[config.mk]
export PLATFORM = sky130hd
export DESIGN_NAME = l2_line_ctrl
export DESIGN_NICKNAME = d
export VERILOG_FILES = /design/src/rtl/l2lc_pkg.sv /design/src/rtl/l2lc_xlate.sv /design/src/rtl/l2lc_lat.sv /design/src/rtl/l2lc_oreg.sv /design/src/rtl/l2_line_ctrl.sv
export SDC_FILE = /design/constraint.sdc
export NUM_CORES = 1
export LEC_CHECK = 0
export CAP_MARGIN = 20
export CELL_PAD_IN_SITES_DETAIL_PLACEMENT = 0
export CELL_PAD_IN_SITES_GLOBAL_PLACEMENT = 1
export CORE_ASPECT_RATIO = 0.9
export CORE_MARGIN = 1
export CORE_UTILIZATION = 41
export CTS_CLUSTER_DIAMETER = 100
export DETAILED_ROUTE_END_ITERATION = 6
export PLACE_DENSITY_LB_ADDON = 0.1
export RECOVER_POWER = 100
export SYNTH_ARGS = -nofsm -noshare
export SYNTH_HDL_FRONTEND = slang
export SYNTH_SLANG_ARGS = --single-unit
[constraint.sdc]
create_clock -name clk -period 6.4 [get_ports clk]
set_clock_uncertainty 0.1 [all_clocks]
set_input_delay 1.6 -clock clk [delete_from_list [all_inputs] [get_ports clk]]
set_output_delay 1.6 -clock clk [all_outputs]
set_load 0.02 [all_outputs]
[src/rtl/l2lc_pkg.sv]
package l2lc_pkg;
  typedef enum logic [2:0] {
    ST_I = 3'd0, ST_V = 3'd1, ST_W = 3'd2, ST_M = 3'd3,
    ST_IV = 3'd4, ST_WI = 3'd5, ST_A = 3'd6
  } lstate_e;

  localparam logic [3:0] EV_RD    = 4'd0;
  localparam logic [3:0] EV_WR    = 4'd1;
  localparam logic [3:0] EV_ATOM  = 4'd2;
  localparam logic [3:0] EV_REPL  = 4'd3;
  localparam logic [3:0] EV_PROBE = 4'd4;
  localparam logic [3:0] EV_FILL  = 4'd5;
  localparam logic [3:0] EV_WACK  = 4'd6;
  localparam logic [3:0] EV_ADONE = 4'd7;

  localparam int NACT    = 13;
  localparam int A_DATA  = 0;
  localparam int A_ACK   = 1;
  localparam int A_FWD   = 2;
  localparam int A_WTHRU = 3;
  localparam int A_WBACK = 4;
  localparam int A_INV   = 5;
  localparam int A_ALLOC = 6;
  localparam int A_MRU   = 7;
  localparam int A_PACK  = 8;
  localparam int A_DEQ   = 9;
  localparam int A_RECYC = 10;
  localparam int A_UNBLK = 11;
  localparam int A_FREE  = 12;
endpackage

[src/rtl/l2lc_xlate.sv]
module l2lc_xlate
  import l2lc_pkg::*;
#(
  parameter int CNT_W = 3
) (
  input  lstate_e          st,
  input  logic [CNT_W-1:0] cnt,
  input  logic [3:0]       code,
  input  logic             wbm,
  output lstate_e          nst,
  output logic [CNT_W-1:0] ncnt,
  output logic [NACT-1:0]  act,
  output logic             err
);
  localparam logic [CNT_W-1:0] CMAX = '1;

  always_comb begin
    nst  = st;
    ncnt = cnt;
    act  = '0;
    err  = 1'b0;
    unique case (code)
      EV_RD: begin
        case (st)
          ST_M, ST_V: begin act[A_DATA] = 1'b1; act[A_MRU] = 1'b1; act[A_DEQ] = 1'b1; end
          ST_W:       begin act[A_WBACK] = 1'b1; nst = ST_WI; end
          ST_I:       begin act[A_FWD] = 1'b1; act[A_DEQ] = 1'b1; nst = ST_IV; end
          ST_IV:      act[A_DEQ] = 1'b1;
          ST_WI, ST_A: act[A_RECYC] = 1'b1;
          default:    err = 1'b1;
        endcase
      end
      EV_WR: begin
        if (st == ST_IV || st == ST_WI || st == ST_A) begin
          act[A_RECYC] = 1'b1;
        end else if (wbm) begin
          act[A_ACK] = 1'b1; act[A_MRU] = 1'b1; act[A_DEQ] = 1'b1;
          case (st)
            ST_I:       begin act[A_ALLOC] = 1'b1; nst = ST_W; end
            ST_V, ST_M: nst = ST_M;
            ST_W:       nst = ST_W;
            default:    err = 1'b1;
          endcase
        end else begin
          case (st)
            ST_I:    begin act[A_WTHRU] = 1'b1; act[A_DEQ] = 1'b1; end
            ST_V:    begin act[A_MRU] = 1'b1; act[A_WTHRU] = 1'b1; act[A_DEQ] = 1'b1; end
            default: err = 1'b1;
          endcase
        end
      end
      EV_ATOM: begin
        case (st)
          ST_IV, ST_WI: act[A_RECYC] = 1'b1;
          ST_A: begin
            if (cnt == CMAX) act[A_RECYC] = 1'b1;
            else begin act[A_FWD] = 1'b1; act[A_DEQ] = 1'b1; ncnt = cnt + 1'b1; end
          end
          ST_V, ST_I: begin
            act[A_INV] = 1'b1; act[A_FWD] = 1'b1; act[A_DEQ] = 1'b1;
            nst = ST_A; ncnt = CNT_W'(1);
          end
          ST_M, ST_W: begin act[A_WBACK] = 1'b1; nst = ST_WI; end
          default: err = 1'b1;
        endcase
      end
      EV_REPL: begin
        case (st)
          ST_W, ST_M: begin act[A_WBACK] = 1'b1; act[A_INV] = 1'b1; nst = ST_WI; end
          ST_I, ST_V: begin act[A_INV] = 1'b1; nst = ST_I; end
          ST_IV, ST_WI, ST_A: act[A_INV] = 1'b1;
          default: err = 1'b1;
        endcase
      end
      EV_PROBE: begin
        act[A_PACK] = 1'b1; act[A_DEQ] = 1'b1;
        case (st)
          ST_I, ST_V: nst = ST_I;
          ST_M:       nst = ST_W;
          ST_W, ST_IV, ST_WI, ST_A: nst = st;
          default:    err = 1'b1;
        endcase
      end
      EV_FILL: begin
        case (st)
          ST_IV: begin
            act[A_ALLOC] = 1'b1; act[A_MRU] = 1'b1; act[A_DATA] = 1'b1;
            act[A_UNBLK] = 1'b1; act[A_DEQ] = 1'b1; act[A_FREE] = 1'b1;
            nst = ST_V;
          end
          ST_A: begin
            if (cnt == '0) err = 1'b1;
            else begin
              act[A_ALLOC] = 1'b1; act[A_DATA] = 1'b1;
              act[A_UNBLK] = 1'b1; act[A_DEQ] = 1'b1;
              ncnt = cnt - 1'b1;
            end
          end
          default: err = 1'b1;
        endcase
      end
      EV_WACK: begin
        case (st)
          ST_I, ST_V, ST_IV, ST_A: begin
            act[A_ACK] = 1'b1; act[A_UNBLK] = 1'b1; act[A_DEQ] = 1'b1;
          end
          ST_WI: begin
            act[A_UNBLK] = 1'b1; act[A_FREE] = 1'b1; act[A_DEQ] = 1'b1; nst = ST_I;
          end
          default: err = 1'b1;
        endcase
      end
      EV_ADONE: begin
        if (st == ST_A) begin
          act[A_DEQ] = 1'b1;
          if (cnt == '0) begin act[A_FREE] = 1'b1; nst = ST_I; end
        end else begin
          err = 1'b1;
        end
      end
      default: err = 1'b1;
    endcase
    if (err) begin
      nst  = st;
      ncnt = cnt;
      act  = '0;
    end
  end
endmodule

[src/rtl/l2lc_lat.sv]
module l2lc_lat
  import l2lc_pkg::*;
#(
  parameter int REQ_LAT = 50,
  parameter int RSP_LAT = 20,
  parameter int LAT_W   = 6
) (
  input  logic [NACT-1:0]  act,
  output logic [LAT_W-1:0] lat
);
  always_comb begin
    if (act[A_FWD] | act[A_WTHRU] | act[A_WBACK]) lat = LAT_W'(REQ_LAT);
    else if (act[A_DATA] | act[A_ACK])            lat = LAT_W'(RSP_LAT);
    else if (act[A_PACK] | act[A_UNBLK])          lat = LAT_W'(1);
    else                                          lat = '0;
  end
endmodule

[src/rtl/l2lc_oreg.sv]
module l2lc_oreg #(
  parameter int W = 8
) (
  input  logic         clk,
  input  logic         rst_n,
  input  logic         load,
  input  logic         drain,
  input  logic [W-1:0] d,
  output logic         valid,
  output logic [W-1:0] q
);
  always_ff @(posedge clk) begin
    if (!rst_n) begin
      valid <= 1'b0;
      q     <= '0;
    end else if (load) begin
      valid <= 1'b1;
      q     <= d;
    end else if (drain) begin
      valid <= 1'b0;
    end
  end

  AST_HOLD_STABLE: assert property (@(posedge clk) disable iff (!rst_n)
    (valid && !drain) |=> (valid && $stable(q)));
endmodule

[src/rtl/l2_line_ctrl.sv]
module l2_line_ctrl
  import l2lc_pkg::*;
#(
  parameter int REQ_LAT = 50,
  parameter int RSP_LAT = 20,
  parameter int CNT_W   = 3,
  localparam int LAT_W  = $clog2(((REQ_LAT > RSP_LAT) ? REQ_LAT : RSP_LAT) + 1)
) (
  input  logic             clk,
  input  logic             rst_n,
  input  logic             wb_mode,
  input  logic             ev_valid,
  output logic             ev_ready,
  input  logic [3:0]       ev_code,
  output logic             res_valid,
  input  logic             res_ready,
  output logic [NACT-1:0]  res_act,
  output logic             res_err,
  output logic [LAT_W-1:0] res_lat,
  output logic [2:0]       line_st
);
  localparam int RW = NACT + 1 + LAT_W;

  lstate_e          state, nst;
  logic [CNT_W-1:0] cnt, ncnt;
  logic [NACT-1:0]  act;
  logic             err;
  logic [LAT_W-1:0] lat;
  logic             fire;

  assign ev_ready = !res_valid || res_ready;
  assign fire     = ev_valid && ev_ready;
  assign line_st  = state;

  l2lc_xlate #(.CNT_W(CNT_W)) u_xlate (
    .st(state), .cnt(cnt), .code(ev_code), .wbm(wb_mode),
    .nst(nst), .ncnt(ncnt), .act(act), .err(err)
  );

  l2lc_lat #(.REQ_LAT(REQ_LAT), .RSP_LAT(RSP_LAT), .LAT_W(LAT_W)) u_lat (
    .act(act), .lat(lat)
  );

  l2lc_oreg #(.W(RW)) u_oreg (
    .clk(clk), .rst_n(rst_n), .load(fire), .drain(res_ready),
    .d({err, lat, act}), .valid(res_valid), .q({res_err, res_lat, res_act})
  );

  always_ff @(posedge clk) begin
    if (!rst_n) begin
      state <= ST_I;
      cnt   <= '0;
    end else if (fire) begin
      state <= nst;
      cnt   <= ncnt;
    end
  end

  AST_NO_MOVE: assert property (@(posedge clk) disable iff (!rst_n)
    !fire |=> $stable(state));
  AST_PROBE_DEMOTE: assert property (@(posedge clk) disable iff (!rst_n)
    (fire && state == ST_M && ev_code == EV_PROBE) |=> state == ST_W);
  AST_WT_STAY_I: assert property (@(posedge clk) disable iff (!rst_n)
    (fire && !wb_mode && state == ST_I && ev_code == EV_WR) |=> state == ST_I);
  AST_ERR_QUIET: assert property (@(posedge clk) disable iff (!rst_n)
    (res_valid && res_err) |-> res_act == '0);
  AST_DEQ_OR_RECYC: assert property (@(posedge clk) disable iff (!rst_n)
    res_valid |-> !(res_act[A_DEQ] && res_act[A_RECYC]));
  AST_CNT_IDLE: assert property (@(posedge clk) disable iff (!rst_n)
    (state != ST_A) |-> cnt == '0);
endmodule

==> impl_metrics.toml, run 1 <==
[status]
status = "finished clean"

[clocking]
clkSinkCount = 25
clk_latency_ns = 0.27
cts_buffer_depth = 2
root_buffer = "clkbuf_8"
cts_tree = "yes"
numCtsBuffers = 3
htreeDepth = 1
clk_pin_slew_ns = 0.09
post_cts_resized = 0
ctsHoldBuffers = 0
postCtsSetupBuffers = 0

[synthesis]
async_reset_ff_share_pct = 0
synth_enable_flop_cells = 0
postSynthCellCount = 243
seq_area_frac_synth_pct = 27.3
synth_flop_cell = "dfxtp_1"
ys_ff_latch = 25
synth_nets = 256
yosys_warnings = 0
synth_area_um2 = 1830
syn_area_per_cell_um2 = 7.55
synth.distinct_cells = 60

[final_layout]
final_area_um2 = 2110
drive_above_1_share_pct = 4.28
layout_common_cells = "nor2_1, dlygate4sd3_1, dfxtp_1"
diodes = 0
area_delta_synth_final_pct = 15.1
layout_commonest_cell = "nor2_1"
final_core_util_pct = 50.4
nets = 271

[worst_hold_path]
hold_path_class = "flip-flop to flip-flop"

[global_routing]
grt_pass1_vias = 1590
grt_max_degree = 27
grt_pass1_wl_um = 8260
overflow = 0
grt_use_total_pct = 22.5
antenna_found_initial = 0

[die]
die_width_um = 72.5
ioPinCount = 34
die_height_um = 65.5
start_util_pct = 43.8
core_area_um2 = 4180
die_area_um2 = 4750
std_cell_rows = 22

[sta]
finalCritPeriodShare_pct = 77.5
slew_viol_final = 0
grt_setup_unrepaired = "no"
max_freq_mhz = 201
fin_crit_ns = 4.96
final_hold_viol_count = 0
setup_slack_ns = 1.44
tightest_slew_ns = 1.22
slew-limit-headroom_pct = 17.8
finalSetupViolCount = 0
final.setup.tns_ns = 0

[critical_path]
crit_required_ns = 6.45
cp_slowest_stage_delay_ns = 1.05
crit_slowest_cell = "dlygate4sd3_1"
cp-start-kind = "input port"
critPathCaptureType = "flip-flop"
path_cells = "dlygate4sd3_1, nor4b_1, a41o_1, a2111oi_0, and2_0, a32oi_1, nor2_1"
cp_max_fo = 25
arrival_ns = 5.02
critPathKind = "input port to flip-flop"

[placed_design]
hpwl_um = 3480
gp_congestion = 0.835
portBuffers = 32
placed_cell_area_um2 = 2100
pre_cts_ws_ns = 1.89

[job]
drv_cap = 0

[detailed_routing]
drt_iter0_markers = 130
drc_errors = 0
firstDrtPassIters = 6
ant_nets = 0
wl_per_cell_um = 15.4
totalWireLength_um = 4890
via_per_inst = 5.72
vias = 1812

[power_and_ir_drop]
powerDensity_nw_per_um2 = 157
p_total_mw = 0.332
ir_drop_v = 0.0000651
leakage_nw = 0.813
[cell families (layout without fill, tap and decap cells)]
group	count (synthesis)	in the layout	share of synthesized area (%)
fa+ha+maj	4	4	2.73
flops	25	25	27.3
mux	1	1	0.546
other cells	1	1	0.204
simple gates	103	103	29.7
compound gates	79	79	31.0
buf+inv	30	44	8.46
[synth_stat cells, types with 5 or more instances]
master / number / share of area (%)
nor2_1: 30 / 6.1
dfxtp_1: 25 / 27
nand2_1: 23 / 4.7
a21oi_1: 17 / 4.6
o21ai_0: 16 / 4.4
nand3_1: 11 / 3.0
buf_2: 7 / 1.9
clkbuf_1: 7 / 1.4
nand2b_1: 7 / 2.4
inv_1: 6 / 1.2
buf_4: 5 / 2.0
nor2b_1: 5 / 1.7
o21ai_1: 5 / 1.4
[path summary, 6_finish.rpt]
check	from	to	slack, ns	cells past startpoint
setup / recovery	ev_code[0]	u_oreg.q[10]	1.44	7
hold / removal	u_oreg.q[7]	u_oreg.q[7]	0.35	2
setup reg to reg	line_st[2]	line_st[0]	2.82	6
hold reg to reg	u_oreg.q[7]	u_oreg.q[7]	0.35	2
[state kept, by name, summed over array words and instances, names as in the netlist]
| name | count |
|---|---|
| u_oreg.q | 18 |
| cnt | 3 |
| line_st | 3 |
| u_oreg.valid | 1 |
[power by group]
part           internal (mW)  switching (mW)
Clock                 0.0436          0.0513
Sequential             0.160         0.00549
Combinational         0.0269          0.0448
Total                  0.230           0.102
[routing by layer]
metal	track usage, %	up-vias	share of wire, %
li1	-	912	-
met4	5.15	0	1.1
met1	33.2	842	49
met3	3.53	7	4.5
met2	34.2	51	45
met5	0	-	0
[worst max-delay path: cells and delay by family]
family                 cells  cell delay, ns
AOI/OAI and AO/OA          3            0.75
and+or+nand+nor            3            1.60
buffers and inverters      1            1.05
[metrics by stage]
| step | hold slack (ns) | instances |
|---|---|---|
| floorplan | 0.382 | 243 |
| global placement | 0.342 | 313 |
| detailed placement | 0.349 | 313 |
| CTS | 0.363 | 317 |
| global route | 0.396 | 317 |
| finish | 0.353 | 317 |
[area by class of cell]
| class | instances | area, um2 |
|---|---|---|
| clock inverter | 1 | 5.00 |
| multi-input combinational | 188 | 1140 |
| inverter | 8 | 30.0 |
| clock buffer | 3 | 41.3 |
| sequential | 25 | 500 |
| tap | 60 | 75.1 |
| fill | 440 | 2070 |
| timing repair buffer | 32 | 320 |
No activity file was read; power rests on OpenSTA's default activity.
==> run 2, diff against run 1 <==
CORE_UTILIZATION = 38   (was 41)
clock period = 5.2 ns   (was 6.4 ns; I/O delays follow)
==> impl_metrics.toml, run 2 (synthesis gave the netlist of run 1 again) <==
[status]
status = "finished clean"

[detailed_routing]
wl_per_cell_um = 15.4
drt_iter0_markers = 158
firstDrtPassIters = 4
drc_errors = 0
totalWireLength_um = 4950
vias = 1820
via_per_inst = 5.65
ant_nets = 0

[die]
ioPinCount = 34
die_height_um = 67.9
std_cell_rows = 23
start_util_pct = 40.3
die_width_um = 75.2
core_area_um2 = 4550
die_area_um2 = 5110

[sta]
max_freq_mhz = 234
setup_slack_ns = 0.922
slew-limit-headroom_pct = 47.5
slew_viol_final = 0
hold-worst-slack_ns = 0.357
grt_setup_unrepaired = "no"
finalCritPeriodShare_pct = 82.3
final_hold_viol_count = 0
fin_crit_ns = 4.28
final.setup.tns_ns = 0
tightest_slew_ns = 0.785
finalSetupViolCount = 0

[global_routing]
overflow = 0
grt_use_total_pct = 21.3
antenna_found_initial = 0
grt_pass1_wl_um = 8320
grt_max_degree = 27
grt_pass1_vias = 1614

[final_layout]
nets = 274
diodes = 0
regMostFlops = "u_oreg.q"
largest_reg_flops = 18
final_core_util_pct = 47.6
regArea_um2 = 500
drive_above_1_share_pct = 5.38
layout_common_cells = "nor2_1, dlygate4sd3_1, dfxtp_1"
area_delta_synth_final_pct = 17.9
multi_input_area_um2 = 1170
layout_commonest_cell = "nor2_1"
fillers = 477

[power_and_ir_drop]
leakage_nw = 0.835
ir_drop_v = 0.000132
powerDensity_nw_per_um2 = 189

[clocking]
cts_tree = "yes"
cts_buffer_depth = 2
post_cts_resized = 0
postCtsSetupBuffers = 0
clkSinkCount = 25
clk_pin_slew_ns = 0.08
numCtsBuffers = 3
htreeDepth = 1
ctsHoldBuffers = 0
root_buffer = "clkbuf_8"
clk_latency_ns = 0.26

[critical_path]
critPathKind = "input port to flip-flop"
cp-start-kind = "input port"
crit_required_ns = 5.28
cp_max_fo = 22
critPathCaptureType = "flip-flop"
arrival_ns = 4.36

[job]
drv_cap = 0

[worst_hold_path]
hold_path_class = "flip-flop to flip-flop"

[placed_design]
pre_cts_ws_ns = 1.03
portBuffers = 32
gp_congestion = 0.853
hpwl_um = 3580
==> run 2: per-layer routing <==
metal / up-vias / routed length, um / part of all wire (%) / global-route usage (%)
li1: 920 / - / - / -
met3: 2 / 271 / 5.5 / 2.65
met4: 0 / 10 / 0.20 / 3.24
met2: 50 / 2290 / 46 / 34.1
met1: 848 / 2380 / 48 / 31.1
met5: - / 0 / 0 / 0
==> run 2: worst paths after layout <==
check               startpoint           end  slack (ns)  depth (start not counted)
hold reg to reg   u_oreg.q[12]  u_oreg.q[12]        0.36                          2
setup reg to reg    line_st[2]   u_oreg.q[7]        2.52                          7
hold / removal    u_oreg.q[12]  u_oreg.q[12]        0.36                          2
setup / recovery    ev_code[1]   u_oreg.q[7]        0.92                          7
==> run 2: where the power goes <==
part | internal (mW) | leakage (nW) | switching (mW)
Combinational | 0.0350 | 0.610 | 0.0608
Sequential | 0.197 | 0.203 | 0.00227
Clock | 0.0547 | 0.0228 | 0.0586
Total | 0.286 | 0.835 | 0.122
==> run 2: worst max-delay path: stages <==
cell and delay [ns]:
dlygate4sd3_1 1.04, nand4bb_1 0.41, a21oi_1 0.14, a2111oi_4 0.40
and2_0 0.60, o21ai_0 0.28, a21oi_1 0.18
==> run 2: metrics by stage <==
step	total power, mW	cells	instance area [um2]
2_1_floorplan	0.274	243	1830
3_3_place_gp	0.304	318	2130
3_5_place_dp	0.303	318	2130
4_1_cts	0.415	322	2170
5_1_grt	0.431	322	2160
6_report	0.408	322	2160
==> run 2: cell type report <==
type,count,area share (%)
inverter,8,1.39
sequential,25,23.1
clock buffer,4,2.08
multi-input combinational,188,54.0
tap,62,3.59
timing repair buffer,35,15.8
